`src/rtl/chain_dma_pkg.sv`:
```
`timescale 1ns/1ps
package chain_dma_pkg;
  typedef enum logic [2:0] {S_IDLE, S_FETCH, S_CHECK, S_RD, S_WR} eng_state_e;
  typedef enum logic [1:0] {STOP_DONE, STOP_LERR, STOP_SERR, STOP_FMT} stop_e;

  localparam logic [2:0] REG_CTRL   = 3'd0;
  localparam logic [2:0] REG_CMD    = 3'd1;
  localparam logic [2:0] REG_LADDR  = 3'd2;
  localparam logic [2:0] REG_SADDR  = 3'd3;
  localparam logic [2:0] REG_COUNT  = 3'd4;
  localparam logic [2:0] REG_TABLE  = 3'd5;
  localparam logic [2:0] REG_STATUS = 3'd6;
  localparam logic [2:0] REG_THR    = 3'd7;

  localparam int DESC_WORDS = 5;
endpackage

```
`src/rtl/chain_dma_throttle.sv`:
```
`timescale 1ns/1ps
module chain_dma_throttle #(
  parameter int TW = 16
) (
  input  logic          clk_i,
  input  logic          rst_ni,
  input  logic [TW-1:0] on_t_i,
  input  logic [TW-1:0] off_t_i,
  input  logic          active_i,
  output logic          allow_o
);
  logic          off_q;
  logic [TW-1:0] cnt_q;

  assign allow_o = !off_q;

  always_ff @(posedge clk_i or negedge rst_ni) begin
    if (!rst_ni) begin
      off_q <= 1'b0;
      cnt_q <= '0;
    end else if (!off_q) begin
      if (on_t_i == '0) begin
        cnt_q <= '0;
      end else if (active_i) begin
        if (cnt_q == on_t_i - TW'(1)) begin
          off_q <= 1'b1;
          cnt_q <= '0;
        end else begin
          cnt_q <= cnt_q + TW'(1);
        end
      end
    end else begin
      // off window lasts max(off_t,1) cycles
      if (off_t_i == '0 || cnt_q == off_t_i - TW'(1)) begin
        off_q <= 1'b0;
        cnt_q <= '0;
      end else begin
        cnt_q <= cnt_q + TW'(1);
      end
    end
  end
endmodule

```
`src/rtl/chain_dma_engine.sv`:
```
`timescale 1ns/1ps
module chain_dma_engine
  import chain_dma_pkg::*;
#(
  parameter int AW = 32,
  parameter int DW = 32
) (
  input  logic          clk_i,
  input  logic          rst_ni,
  input  logic          start_i,
  input  logic          chain_i,
  input  logic [AW-1:0] table_i,
  input  logic          cfg_we_i,
  input  logic [2:0]    cfg_sel_i,
  input  logic [DW-1:0] cfg_wdata_i,
  output logic [AW-1:0] laddr_o,
  output logic [AW-1:0] saddr_o,
  output logic [DW-1:0] count_o,
  output logic [1:0]    cmd_o,
  output logic          busy_o,
  output logic          stop_o,
  output stop_e         stop_cause_o,
  output logic          cmd_irq_o,
  output logic          lb_req_o,
  output logic          lb_we_o,
  output logic [AW-1:0] lb_addr_o,
  output logic [DW-1:0] lb_wdata_o,
  input  logic [DW-1:0] lb_rdata_i,
  input  logic          lb_ack_i,
  input  logic          lb_err_i,
  output logic          sb_req_o,
  output logic          sb_we_o,
  output logic [AW-1:0] sb_addr_o,
  output logic [DW-1:0] sb_wdata_o,
  input  logic [DW-1:0] sb_rdata_i,
  input  logic          sb_ack_i,
  input  logic          sb_err_i,
  input  logic          sb_allow_i
);
  localparam logic [AW-1:0] A_STEP  = AW'(4);
  localparam logic [DW-1:0] C_STEP  = DW'(4);
  localparam logic [AW-1:0] A_ALIGN = ~AW'(3);
  localparam int            WIW     = $clog2(DESC_WORDS);
  localparam logic [WIW-1:0] W_LAST = WIW'(DESC_WORDS - 1);

  eng_state_e     state_q;
  logic [AW-1:0]  laddr_q, saddr_q, ptr_q, next_q;
  logic [DW-1:0]  count_q, data_q;
  logic [1:0]     cmd_q;
  logic [WIW-1:0] widx_q;
  logic           chain_q, sb_hold_q;

  logic  src_local, lb_phase, sb_phase, bus_ack, bus_err;
  stop_e err_cause;

  assign src_local = cmd_q[0];
  assign lb_phase  = (state_q == S_FETCH) ||
                     (state_q == S_RD && src_local) ||
                     (state_q == S_WR && !src_local);
  assign sb_phase  = (state_q == S_RD && !src_local) ||
                     (state_q == S_WR && src_local);

  // a new system-bus beat waits for the throttle; a started one is held
  assign sb_req_o   = sb_phase && (sb_allow_i || sb_hold_q);
  assign lb_req_o   = lb_phase;
  assign lb_we_o    = (state_q == S_WR);
  assign sb_we_o    = (state_q == S_WR);
  assign lb_addr_o  = (state_q == S_FETCH) ? ptr_q + AW'({widx_q, 2'b00}) : laddr_q;
  assign sb_addr_o  = saddr_q;
  assign lb_wdata_o = data_q;
  assign sb_wdata_o = data_q;

  assign bus_ack   = lb_phase ? lb_ack_i : (sb_req_o && sb_ack_i);
  assign bus_err   = lb_phase ? lb_err_i : (sb_req_o && sb_err_i);
  assign err_cause = lb_phase ? STOP_LERR : STOP_SERR;

  assign laddr_o = laddr_q;
  assign saddr_o = saddr_q;
  assign count_o = count_q;
  assign cmd_o   = cmd_q;
  assign busy_o  = (state_q != S_IDLE);

  always_ff @(posedge clk_i or negedge rst_ni) begin
    if (!rst_ni) sb_hold_q <= 1'b0;
    else         sb_hold_q <= sb_req_o && !sb_ack_i && !sb_err_i;
  end

  always_ff @(posedge clk_i or negedge rst_ni) begin
    if (!rst_ni) begin
      state_q      <= S_IDLE;
      laddr_q      <= '0;
      saddr_q      <= '0;
      ptr_q        <= '0;
      next_q       <= '0;
      count_q      <= '0;
      data_q       <= '0;
      cmd_q        <= '0;
      widx_q       <= '0;
      chain_q      <= 1'b0;
      stop_o       <= 1'b0;
      stop_cause_o <= STOP_DONE;
      cmd_irq_o    <= 1'b0;
    end else begin
      stop_o    <= 1'b0;
      cmd_irq_o <= 1'b0;
      unique case (state_q)
        S_IDLE: begin
          if (cfg_we_i) begin
            unique case (cfg_sel_i)
              REG_CMD:   cmd_q   <= cfg_wdata_i[1:0];
              REG_LADDR: laddr_q <= AW'(cfg_wdata_i);
              REG_SADDR: saddr_q <= AW'(cfg_wdata_i);
              REG_COUNT: count_q <= cfg_wdata_i;
              default: ;
            endcase
          end
          if (start_i) begin
            chain_q <= chain_i;
            if (chain_i) begin
              ptr_q   <= table_i & A_ALIGN;
              widx_q  <= '0;
              state_q <= S_FETCH;
            end else begin
              state_q <= S_CHECK;
            end
          end
        end
        S_FETCH: begin
          if (lb_err_i) begin
            state_q <= S_IDLE; stop_o <= 1'b1; stop_cause_o <= STOP_LERR;
          end else if (lb_ack_i) begin
            unique case (widx_q)
              WIW'(0): laddr_q <= AW'(lb_rdata_i);
              WIW'(1): saddr_q <= AW'(lb_rdata_i);
              WIW'(2): count_q <= lb_rdata_i;
              WIW'(3): cmd_q   <= lb_rdata_i[1:0];
              default: next_q  <= AW'(lb_rdata_i);
            endcase
            if (widx_q == W_LAST) state_q <= S_CHECK;
            else                  widx_q  <= widx_q + WIW'(1);
          end
        end
        S_CHECK: begin
          if (count_q[1:0] != 2'b00) begin
            state_q <= S_IDLE; stop_o <= 1'b1; stop_cause_o <= STOP_FMT;
          end else if (count_q == '0) begin
            if (chain_q && !next_q[0]) begin
              cmd_irq_o <= cmd_q[1];
              ptr_q     <= next_q & A_ALIGN;
              widx_q    <= '0;
              state_q   <= S_FETCH;
            end else begin
              state_q <= S_IDLE; stop_o <= 1'b1; stop_cause_o <= STOP_DONE;
            end
          end else begin
            state_q <= S_RD;
          end
        end
        S_RD: begin
          if (bus_err) begin
            state_q <= S_IDLE; stop_o <= 1'b1; stop_cause_o <= err_cause;
          end else if (bus_ack) begin
            data_q  <= src_local ? lb_rdata_i : sb_rdata_i;
            state_q <= S_WR;
          end
        end
        S_WR: begin
          if (bus_err) begin
            state_q <= S_IDLE; stop_o <= 1'b1; stop_cause_o <= err_cause;
          end else if (bus_ack) begin
            laddr_q <= laddr_q + A_STEP;
            saddr_q <= saddr_q + A_STEP;
            count_q <= count_q - C_STEP;
            state_q <= S_CHECK;
          end
        end
        default: state_q <= S_IDLE;
      endcase
    end
  end
endmodule

```
`src/rtl/chain_dma.sv`:
```
`timescale 1ns/1ps
module chain_dma
  import chain_dma_pkg::*;
#(
  parameter int AW = 32,
  parameter int DW = 32,
  parameter int TW = 16
) (
  input  logic          clk_i,
  input  logic          rst_ni,
  input  logic          reg_wr_i,
  input  logic [2:0]    reg_addr_i,
  input  logic [DW-1:0] reg_wdata_i,
  output logic [DW-1:0] reg_rdata_o,
  output logic          lb_req_o,
  output logic          lb_we_o,
  output logic [AW-1:0] lb_addr_o,
  output logic [DW-1:0] lb_wdata_o,
  input  logic [DW-1:0] lb_rdata_i,
  input  logic          lb_ack_i,
  input  logic          lb_err_i,
  output logic          sb_req_o,
  output logic          sb_we_o,
  output logic [AW-1:0] sb_addr_o,
  output logic [DW-1:0] sb_wdata_o,
  input  logic [DW-1:0] sb_rdata_i,
  input  logic          sb_ack_i,
  input  logic          sb_err_i,
  output logic          irq_o
);
  logic [AW-1:0]   table_q;
  logic [2*TW-1:0] thr_q;
  logic            chain_q;
  logic            st_done_q, st_lerr_q, st_serr_q, st_fmt_q;

  logic [AW-1:0] eng_laddr, eng_saddr;
  logic [DW-1:0] eng_count;
  logic [1:0]    eng_cmd;
  logic          eng_busy, eng_stop, eng_cmd_irq, sb_allow;
  stop_e         eng_cause;
  logic          start, cfg_we, st_clr;

  assign start  = reg_wr_i && reg_addr_i == REG_CTRL && reg_wdata_i[0] && !eng_busy;
  assign cfg_we = reg_wr_i && !eng_busy;
  assign st_clr = reg_wr_i && reg_addr_i == REG_STATUS;

  always_ff @(posedge clk_i or negedge rst_ni) begin
    if (!rst_ni) begin
      table_q <= '0;
      thr_q   <= '0;
      chain_q <= 1'b0;
    end else if (reg_wr_i) begin
      if (reg_addr_i == REG_TABLE && !eng_busy) table_q <= AW'(reg_wdata_i);
      if (reg_addr_i == REG_THR) thr_q <= reg_wdata_i[2*TW-1:0];
      if (start) chain_q <= reg_wdata_i[1];
    end
  end

  // sticky status: set on stop wins over same-cycle clear
  always_ff @(posedge clk_i or negedge rst_ni) begin
    if (!rst_ni) begin
      st_done_q <= 1'b0;
      st_lerr_q <= 1'b0;
      st_serr_q <= 1'b0;
      st_fmt_q  <= 1'b0;
    end else begin
      st_done_q <= (st_done_q && !(st_clr && reg_wdata_i[0])) || (eng_stop && eng_cause == STOP_DONE);
      st_lerr_q <= (st_lerr_q && !(st_clr && reg_wdata_i[1])) || (eng_stop && eng_cause == STOP_LERR);
      st_serr_q <= (st_serr_q && !(st_clr && reg_wdata_i[2])) || (eng_stop && eng_cause == STOP_SERR);
      st_fmt_q  <= (st_fmt_q  && !(st_clr && reg_wdata_i[3])) || (eng_stop && eng_cause == STOP_FMT);
    end
  end

  always_comb begin
    unique case (reg_addr_i)
      REG_CTRL:   reg_rdata_o = DW'({chain_q, eng_busy});
      REG_CMD:    reg_rdata_o = DW'(eng_cmd);
      REG_LADDR:  reg_rdata_o = DW'(eng_laddr);
      REG_SADDR:  reg_rdata_o = DW'(eng_saddr);
      REG_COUNT:  reg_rdata_o = eng_count;
      REG_TABLE:  reg_rdata_o = DW'(table_q);
      REG_STATUS: reg_rdata_o = DW'({eng_busy, st_fmt_q, st_serr_q, st_lerr_q, st_done_q});
      default:    reg_rdata_o = DW'(thr_q);
    endcase
  end

  assign irq_o = eng_stop || eng_cmd_irq;

  chain_dma_throttle #(.TW(TW)) u_thr (
    .clk_i    (clk_i),
    .rst_ni   (rst_ni),
    .on_t_i   (thr_q[TW-1:0]),
    .off_t_i  (thr_q[2*TW-1:TW]),
    .active_i (sb_req_o),
    .allow_o  (sb_allow)
  );

  chain_dma_engine #(.AW(AW), .DW(DW)) u_eng (
    .clk_i        (clk_i),
    .rst_ni       (rst_ni),
    .start_i      (start),
    .chain_i      (reg_wdata_i[1]),
    .table_i      (table_q),
    .cfg_we_i     (cfg_we),
    .cfg_sel_i    (reg_addr_i),
    .cfg_wdata_i  (reg_wdata_i),
    .laddr_o      (eng_laddr),
    .saddr_o      (eng_saddr),
    .count_o      (eng_count),
    .cmd_o        (eng_cmd),
    .busy_o       (eng_busy),
    .stop_o       (eng_stop),
    .stop_cause_o (eng_cause),
    .cmd_irq_o    (eng_cmd_irq),
    .lb_req_o     (lb_req_o),
    .lb_we_o      (lb_we_o),
    .lb_addr_o    (lb_addr_o),
    .lb_wdata_o   (lb_wdata_o),
    .lb_rdata_i   (lb_rdata_i),
    .lb_ack_i     (lb_ack_i),
    .lb_err_i     (lb_err_i),
    .sb_req_o     (sb_req_o),
    .sb_we_o      (sb_we_o),
    .sb_addr_o    (sb_addr_o),
    .sb_wdata_o   (sb_wdata_o),
    .sb_rdata_i   (sb_rdata_i),
    .sb_ack_i     (sb_ack_i),
    .sb_err_i     (sb_err_i),
    .sb_allow_i   (sb_allow)
  );
endmodule

```
`config.mk`:
```
export PLATFORM = sky130hd
export DESIGN_NAME = chain_dma
export DESIGN_NICKNAME = d
export VERILOG_FILES = /design/src/rtl/chain_dma_pkg.sv /design/src/rtl/chain_dma_throttle.sv /design/src/rtl/chain_dma_engine.sv /design/src/rtl/chain_dma.sv
export SDC_FILE = /design/constraint.sdc
export NUM_CORES = 1
export LEC_CHECK = 0
export BUFFER_PORTS_ARGS = -buffer_cell sky130_fd_sc_hd__buf_2
export CAP_MARGIN = 20
export CELL_PAD_IN_SITES_DETAIL_PLACEMENT = 1
export CELL_PAD_IN_SITES_GLOBAL_PLACEMENT = 1
export CORE_MARGIN = 3
export CORE_UTILIZATION = 25
export DETAILED_ROUTE_END_ITERATION = 7
export PLACE_DENSITY = 0.48
export SLEW_MARGIN = 10
export SYNTH_ARGS = -nofsm -noshare
export SYNTH_HDL_FRONTEND = slang
export SYNTH_HIERARCHICAL = 1
export SYNTH_SLANG_ARGS = --single-unit
```
`constraint.sdc`:
```
create_clock -name clk_i -period 4.02 [get_ports clk_i]
set_input_delay 0.603 -clock clk_i [delete_from_list [all_inputs] [get_ports clk_i]]
set_output_delay 0.603 -clock clk_i [all_outputs]
set_load 0.03 [all_outputs]
```
After elaboration in Yosys (flattened, before gate mapping):

Index checks and enable logic that the tools add are counted.

* muxes and demuxes: 90
* add/subtract/negate cells: 8
* bitwise operators: 3
* reductions and logical operators: 79
* equal/unequal tests: 47

Operator list (number)
* 32-bit 2-to-1 mux: 28
* 32-bit one-hot mux with 3 select lines: 3
* 32-bit one-hot mux with 7 select lines: 1
* 16-bit 2-to-1 mux: 5
* 32-bit by 3-bit adder with 32-bit output, second input constant: 2
* 32-bit one-hot mux with 2 select lines: 1
* 3-bit 2-to-1 mux: 17
* 2-bit != test, second input constant: 17
* 32-bit by 5-bit adder with 32-bit output: 1
* 16-bit == test: 2
* 16-bit logical NOT: 2
* 32-bit logical NOT: 1
* 16-bit by 1-bit subtractor with 16-bit output, second input constant: 2
* 32-bit by 3-bit subtractor with 32-bit output, second input constant: 1
* 1-bit logical AND: 28
* 2-bit 2-to-1 mux: 13
* 8-bit AND reduction: 3
* 3-bit by 2-bit == test with 1-bit output, second input constant: 6
* 3-bit == test, second input constant: 6
* 1-bit 2-to-1 mux: 17
* 16-bit by 1-bit adder with 16-bit output, second input constant: 1
* 3-bit one-hot mux with 5 select lines: 1
* 3-bit nonzero test: 5
* 6-bit AND reduction: 2
* 25 further kinds: 62

* input port bits: 106
* flip-flop bits (word level): 292
* output and inout bits: 165
* logic and storage cells: 250

Longest topological paths before layout:

* depth after elaboration: 9
* gate-level depth with buffers: 13
* gate-level depth less buffers: 9

Modules after synthesis:

Netlist, hierarchy kept.

By module, submodules not included
* chain_dma_engine: area an instance 12537.0 µm², cells each 1420, seq. area each 5079.9 µm², times used 1
* chain_dma: area an instance 3881.2 µm², cells each 333, seq. area each 1726.7 µm², times used 1
* chain_dma_throttle: area an instance 2301.0 µm², cells each 284, seq. area each 425.4 µm², times used 1

Least setup slack after synthesis:

No wires, ideal clock.

* path kind: flip-flop to output port
* start: register u_eng.widx_q[0]
* end: output port lb_addr_o[30]
* setup slack: 579 ps
* path buffers: 0
* arrival: 2838 ps
* data required time: 3417 ps
* cell stages (with the launch flop): 10
* path through: dfrtp_1 ha_1 inv_1 fa_1 nand2b_1 nor2b_1 nor4_1 nand3_1 xor2_1 o21ai_0

* cells in the longest elaborated chain, start to end: 2

Ends and longest elaborated chain
* start: declaration: RTL line chain_dma_engine.sv:50 `logic [WIW-1:0] widx_q;`
* start signal: assignment: RTL line chain_dma_engine.sv:140 `else widx_q <= widx_q + WIW'(1);`
* 32-bit by 5-bit adder with 32-bit output: RTL line chain_dma_engine.sv:68 `assign lb_addr_o = (state_q == S_FETCH) ? ptr_q + AW'({widx_q, 2'b00}) : laddr_q;`
* 32-bit 2-to-1 mux: RTL line chain_dma_engine.sv:68
* end: declaration: RTL line chain_dma.sv:17 `output logic [AW-1:0] lb_addr_o,`

No other way between the ends.

Final worst setup path:

* start: input port reg_addr_i[0]
* end: output port reg_rdata_o[6]

* cells in the longest elaborated chain, start to end: 2
* elaborated cells on any way between the ends: 8
* classes of those cells: eq/ne: 6; mux: 1; reduce/logical: 1

Ends and longest elaborated chain
* start: declaration: RTL line chain_dma.sv:12 `input logic [2:0] reg_addr_i,`
* 3-bit == test, or another cell as far along: RTL line chain_dma.sv:75 `unique case (reg_addr_i)`
* 32-bit one-hot mux with 7 select lines (*): RTL line chain_dma.sv:75
* end: declaration: RTL line chain_dma.sv:14 `output logic [DW-1:0] reg_rdata_o,`

Mark *: on every way between the ends. The rest lies on a longest branch, timed or not.

==> results.yml <==
setup_path:
  crit_fanout: 25
  ff2ff_setup_slack_ns: 0.59
  start_kind: "primary input"
  crit_required_ns: 3.42
  cp_slowest_cell: "a222oi_1"
  cp_common_cell: "buf_2"
  crit_chain: "buf_2, buf_12, mux2_2, a222oi_1, a21oi_1, buf_2"
  worst_path_largest_cell_delay_ns: 1.03
  r2r_start: "u_eng/state_q[0]$_DFFE_PN0P_"
  worst_setup_path_end_kind: "output pin"
  worst-setup-path-type: "primary input to output pin"
  ff2ff_path_depth: 8
  critPathArrivalTime_ns: 3.51
  timing.rr.end: "u_eng/saddr_o[15]$_DFFE_PN0P_"
logic_synthesis:
  synth_top_family_by_area: "compound AO/OA/AOI/OAI gates"
  synthMuxAreaShare_pct: 9.91
  synthFlopType: "dfrtp_1"
  synth-edff-count: 0
  synth_xor_xnor_area_share_pct: 3.84
  netlist_instances: 2037
  ys_seq_elements: 289
  synth-simple-area-share_pct: 17.7
  syn_area_sq_um: 18700
  synth.largest_area_cell: "dfrtp_1"
  yosys_warnings: 6
  syn-num-nets: 2158
  synth-compound-area-share_pct: 22.3
  ys_types: 98
  synth.area.top_cells: "dfrtp_1 (39%), a21oi_1 (4.1%), mux2_1 (4.0%)"
  avgSynthCellArea_sq_um: 9.19
  async_flop_share_pct: 100
  synth_top_area_share_pct: 38.6
  synth_adder_area_share_pct: 1.04
  yosysSeqAreaShare_pct: 38.6
sta:
  post-route-period-util_pct: 102
  max_freq_mhz: 243
  rsz0062_at_grt: "false"
  setup_viol_count_final: 1
  drv_slew: 0
  setup_slack_ns: -0.0941
  slew-limit-headroom_pct: 9.40
  finClkSkew_ns: 0.0235
  worst_pin_slew_ns: 1.36
  fin_crit_ns: 4.11
  hold_violations: 0
  hold_slack_ns: 0.0124
power_and_ir_drop:
  switching_share_pct: 44.4
  seq_power_share_pct: 38.7
  internal-power_mw: 7.99
  irDropWorstVdd_mv: 0.228
  p_switching_mw: 6.38
  power_mw: 14.4
  p_leak_nw: 9.79
  p_comb_share_pct: 35.5
  powerDensity_nw_per_um2: 642
  power.clock.fraction_pct: 25.8
global_routing:
  grtUsageTotal_pct: 24.1
  grt-ovfl-total: 0
  grt_pass1_vias: 18300
  grt_antenna_before_repair: 3
  grt_pass1_wl_um: 138000
  grt_max_degree: 72
floorplanning:
  die_y_um: 280
  core_area_sq_um: 73600
  fp.dieW_um: 280
  start_util_pct: 25.4
  ios: 271
  die-area_sq_um: 78200
  rows: 99
route:
  route.detailed.drc: 1
  drt-initial-drc-count: 1640
  vias: 18100
  firstDrtPassIters: 8
  viasPerCell: 5.58
  wl_per_cell_um: 29.8
  wirelength_um: 96500
  ant_nets: 0
placed_design:
  dp_slack_ns: 0.280
  dpl.cell_count: 3162
  dp_hpwl_um: 74800
  place_congestion: 0.906
  io_buffers: 270
clocking:
  cts_sinks: 289
  root_buffer: "clkbuf_16"
  cts_tree: "yes"
  numCtsBuffers: 39
  clock_path_buffers: 3
  clk_pin_slew_ns: 0.05
  cts_max_level: 2
  clock_latency_ns: 0.58
  ctsHoldBuffers: 0
  post_cts_buffers: 0
layout:
  final_nets: 2366
  final_common_cell: "dfrtp_1"
  drive_above_1_share_pct: 24.6
  area_growth_syn_to_layout_pct: 19.6
  finalNonFillerCells: 3240
  layout_common_cells: "dfrtp_1 (287), buf_2 (266), nor2_1 (161), nand2_1 (158), a21oi_1 (151)"
job:
  drv_cap: 0
run_status:
  violations: "DRC, setup timing"
  status: "complete, but fails checks"
worst_hold_path:
  hold_path.class: "primary input to async pin"
[metrics by stage]
step | cell area (sq um) | util (%) | setup TNS [ns]
after floorplan | 18700 | - | 0
after global placement | 21000 | 28.5 | 0
after detailed placement | 21000 | 28.5 | 0
after CTS | 22400 | 30.4 | 0
after global routing | 22400 | 30.4 | 0
final | 22400 | 30.4 | -0.0941
[worst max-delay path: cells and delay by family]
kind,cells,cell delay [ns]
buf+inv,3,1.11
mux,1,0.36
compound gates,2,1.38
[layer usage]
layer | routed length, um | up-vias | GRT usage [%]
li1 | - | 7971 | -
met1 | 42500 | 9326 | 32.3
met2 | 45300 | 632 | 39.5
met3 | 5490 | 136 | 3.82
met4 | 3230 | 0 | 8.01
met5 | 0 | - | 0
[sequential cells by signal, summed over array words and instances (netlist names)]
register	cells
st_serr_q	1
u_eng/count_o	32
st_done_q	1
st_fmt_q	1
u_eng/sb_hold_q	1
u_eng/widx_q	3
u_thr/off_q	1
st_lerr_q	1
chain_q	1
thr_q	32
u_thr/cnt_q	16
u_eng/state_q	3
u_eng/stop_cause_o	2
u_eng/chain_q	1
u_eng/lb_wdata_o	32
table_q	32
u_eng/stop_o	1
u_eng/ptr_q	30
u_eng/saddr_o	32
u_eng/cmd_irq_o	1
u_eng/laddr_o	32
u_eng/next_q	31
u_eng/cmd_o	2
[timing repair]
action / CTS / global route
cloned: 0 / 0
endpoints found under the setup margin: 5 / 4
resized for setup: 2 / 5
pin swaps: 0 / 1
hold endpoints to repair: 0 / 0
[Yosys cell counts, types with 8 or more instances]
cell        n
a21o_1     13
and3_1     25
dfrtp_1   289
xor2_1     38
nor2b_1    25
nand3_1    48
or3_1      38
xnor2_1    44
o31ai_1    17
o31a_1      8
o221a_1    30
o21ai_2    10
ha_1       14
o22ai_1    17
mux2_1     66
or4_1      11
nor4_1     20
inv_1      31
o211ai_2   10
buf_6      10
a21oi_1   154
o41ai_1    12
a31oi_1    35
nand2b_1   10
nand2_1   158
buf_1      14
mux2i_1    47
and2_1      8
o21ai_0   127
buf_2      18
a222oi_1   22
a22oi_1    23
mux2_2     57
nor3_1     39
nor2_1    163
buf_4      67
clkbuf_1   90
a22o_1     35
nand4_1    31
[worst max path at each step]
| stage | start | endpoint | slack (ns) | cells after the start |
|---|---|---|---|---|
| after global placement | reg_addr_i[0] | reg_rdata_o[6] | 0.29 | 6 |
| final | reg_addr_i[0] | reg_rdata_o[6] | -0.09 | 6 |
| after detailed placement | reg_addr_i[0] | reg_rdata_o[6] | 0.28 | 6 |
| after global routing | u_eng/widx_q[0]$_DFFE_PN0P_ | lb_addr_o[24] | 0.006 | 11 |
| after CTS | u_eng/widx_q[0]$_DFFE_PN0P_ | lb_addr_o[28] | 0.02 | 11 |
| after floorplan | u_eng/widx_q[0]$_DFFE_PN0P_ | lb_addr_o[30] | 0.58 | 9 |
[power by group through the flow]
stage	sequential, mW	combinational (mW)	clock [mW]
2_1_floorplan	4.68	3.60	0
3_3_place_gp	5.58	5.00	0
3_5_place_dp	5.61	5.08	0
4_1_cts	5.57	5.11	3.81
5_1_grt	5.71	5.49	3.92
6_report	5.56	5.10	3.71
[logic make-up after synthesis]
group	Yosys count
AOI/OAI and AO/OA	604
xor gates and xnor gates	82
adders and majority gates	15
buffers and inverters	233
DFF	289
muxes	170
and+or+nand+nor	644
[area by class of cell]
cell class	count	area (sq um)
Fill cell	8571	51200
Multi-Input combinational cell	1515	10300
Sequential cell	289	7230
Timing Repair Buffer	366	2140
Tap cell	959	1200
Clock buffer	56	1170
Clock inverter	16	175
Inverter	34	128
Antenna cell	5	12.5
Power figures use the tool's default switching activity.
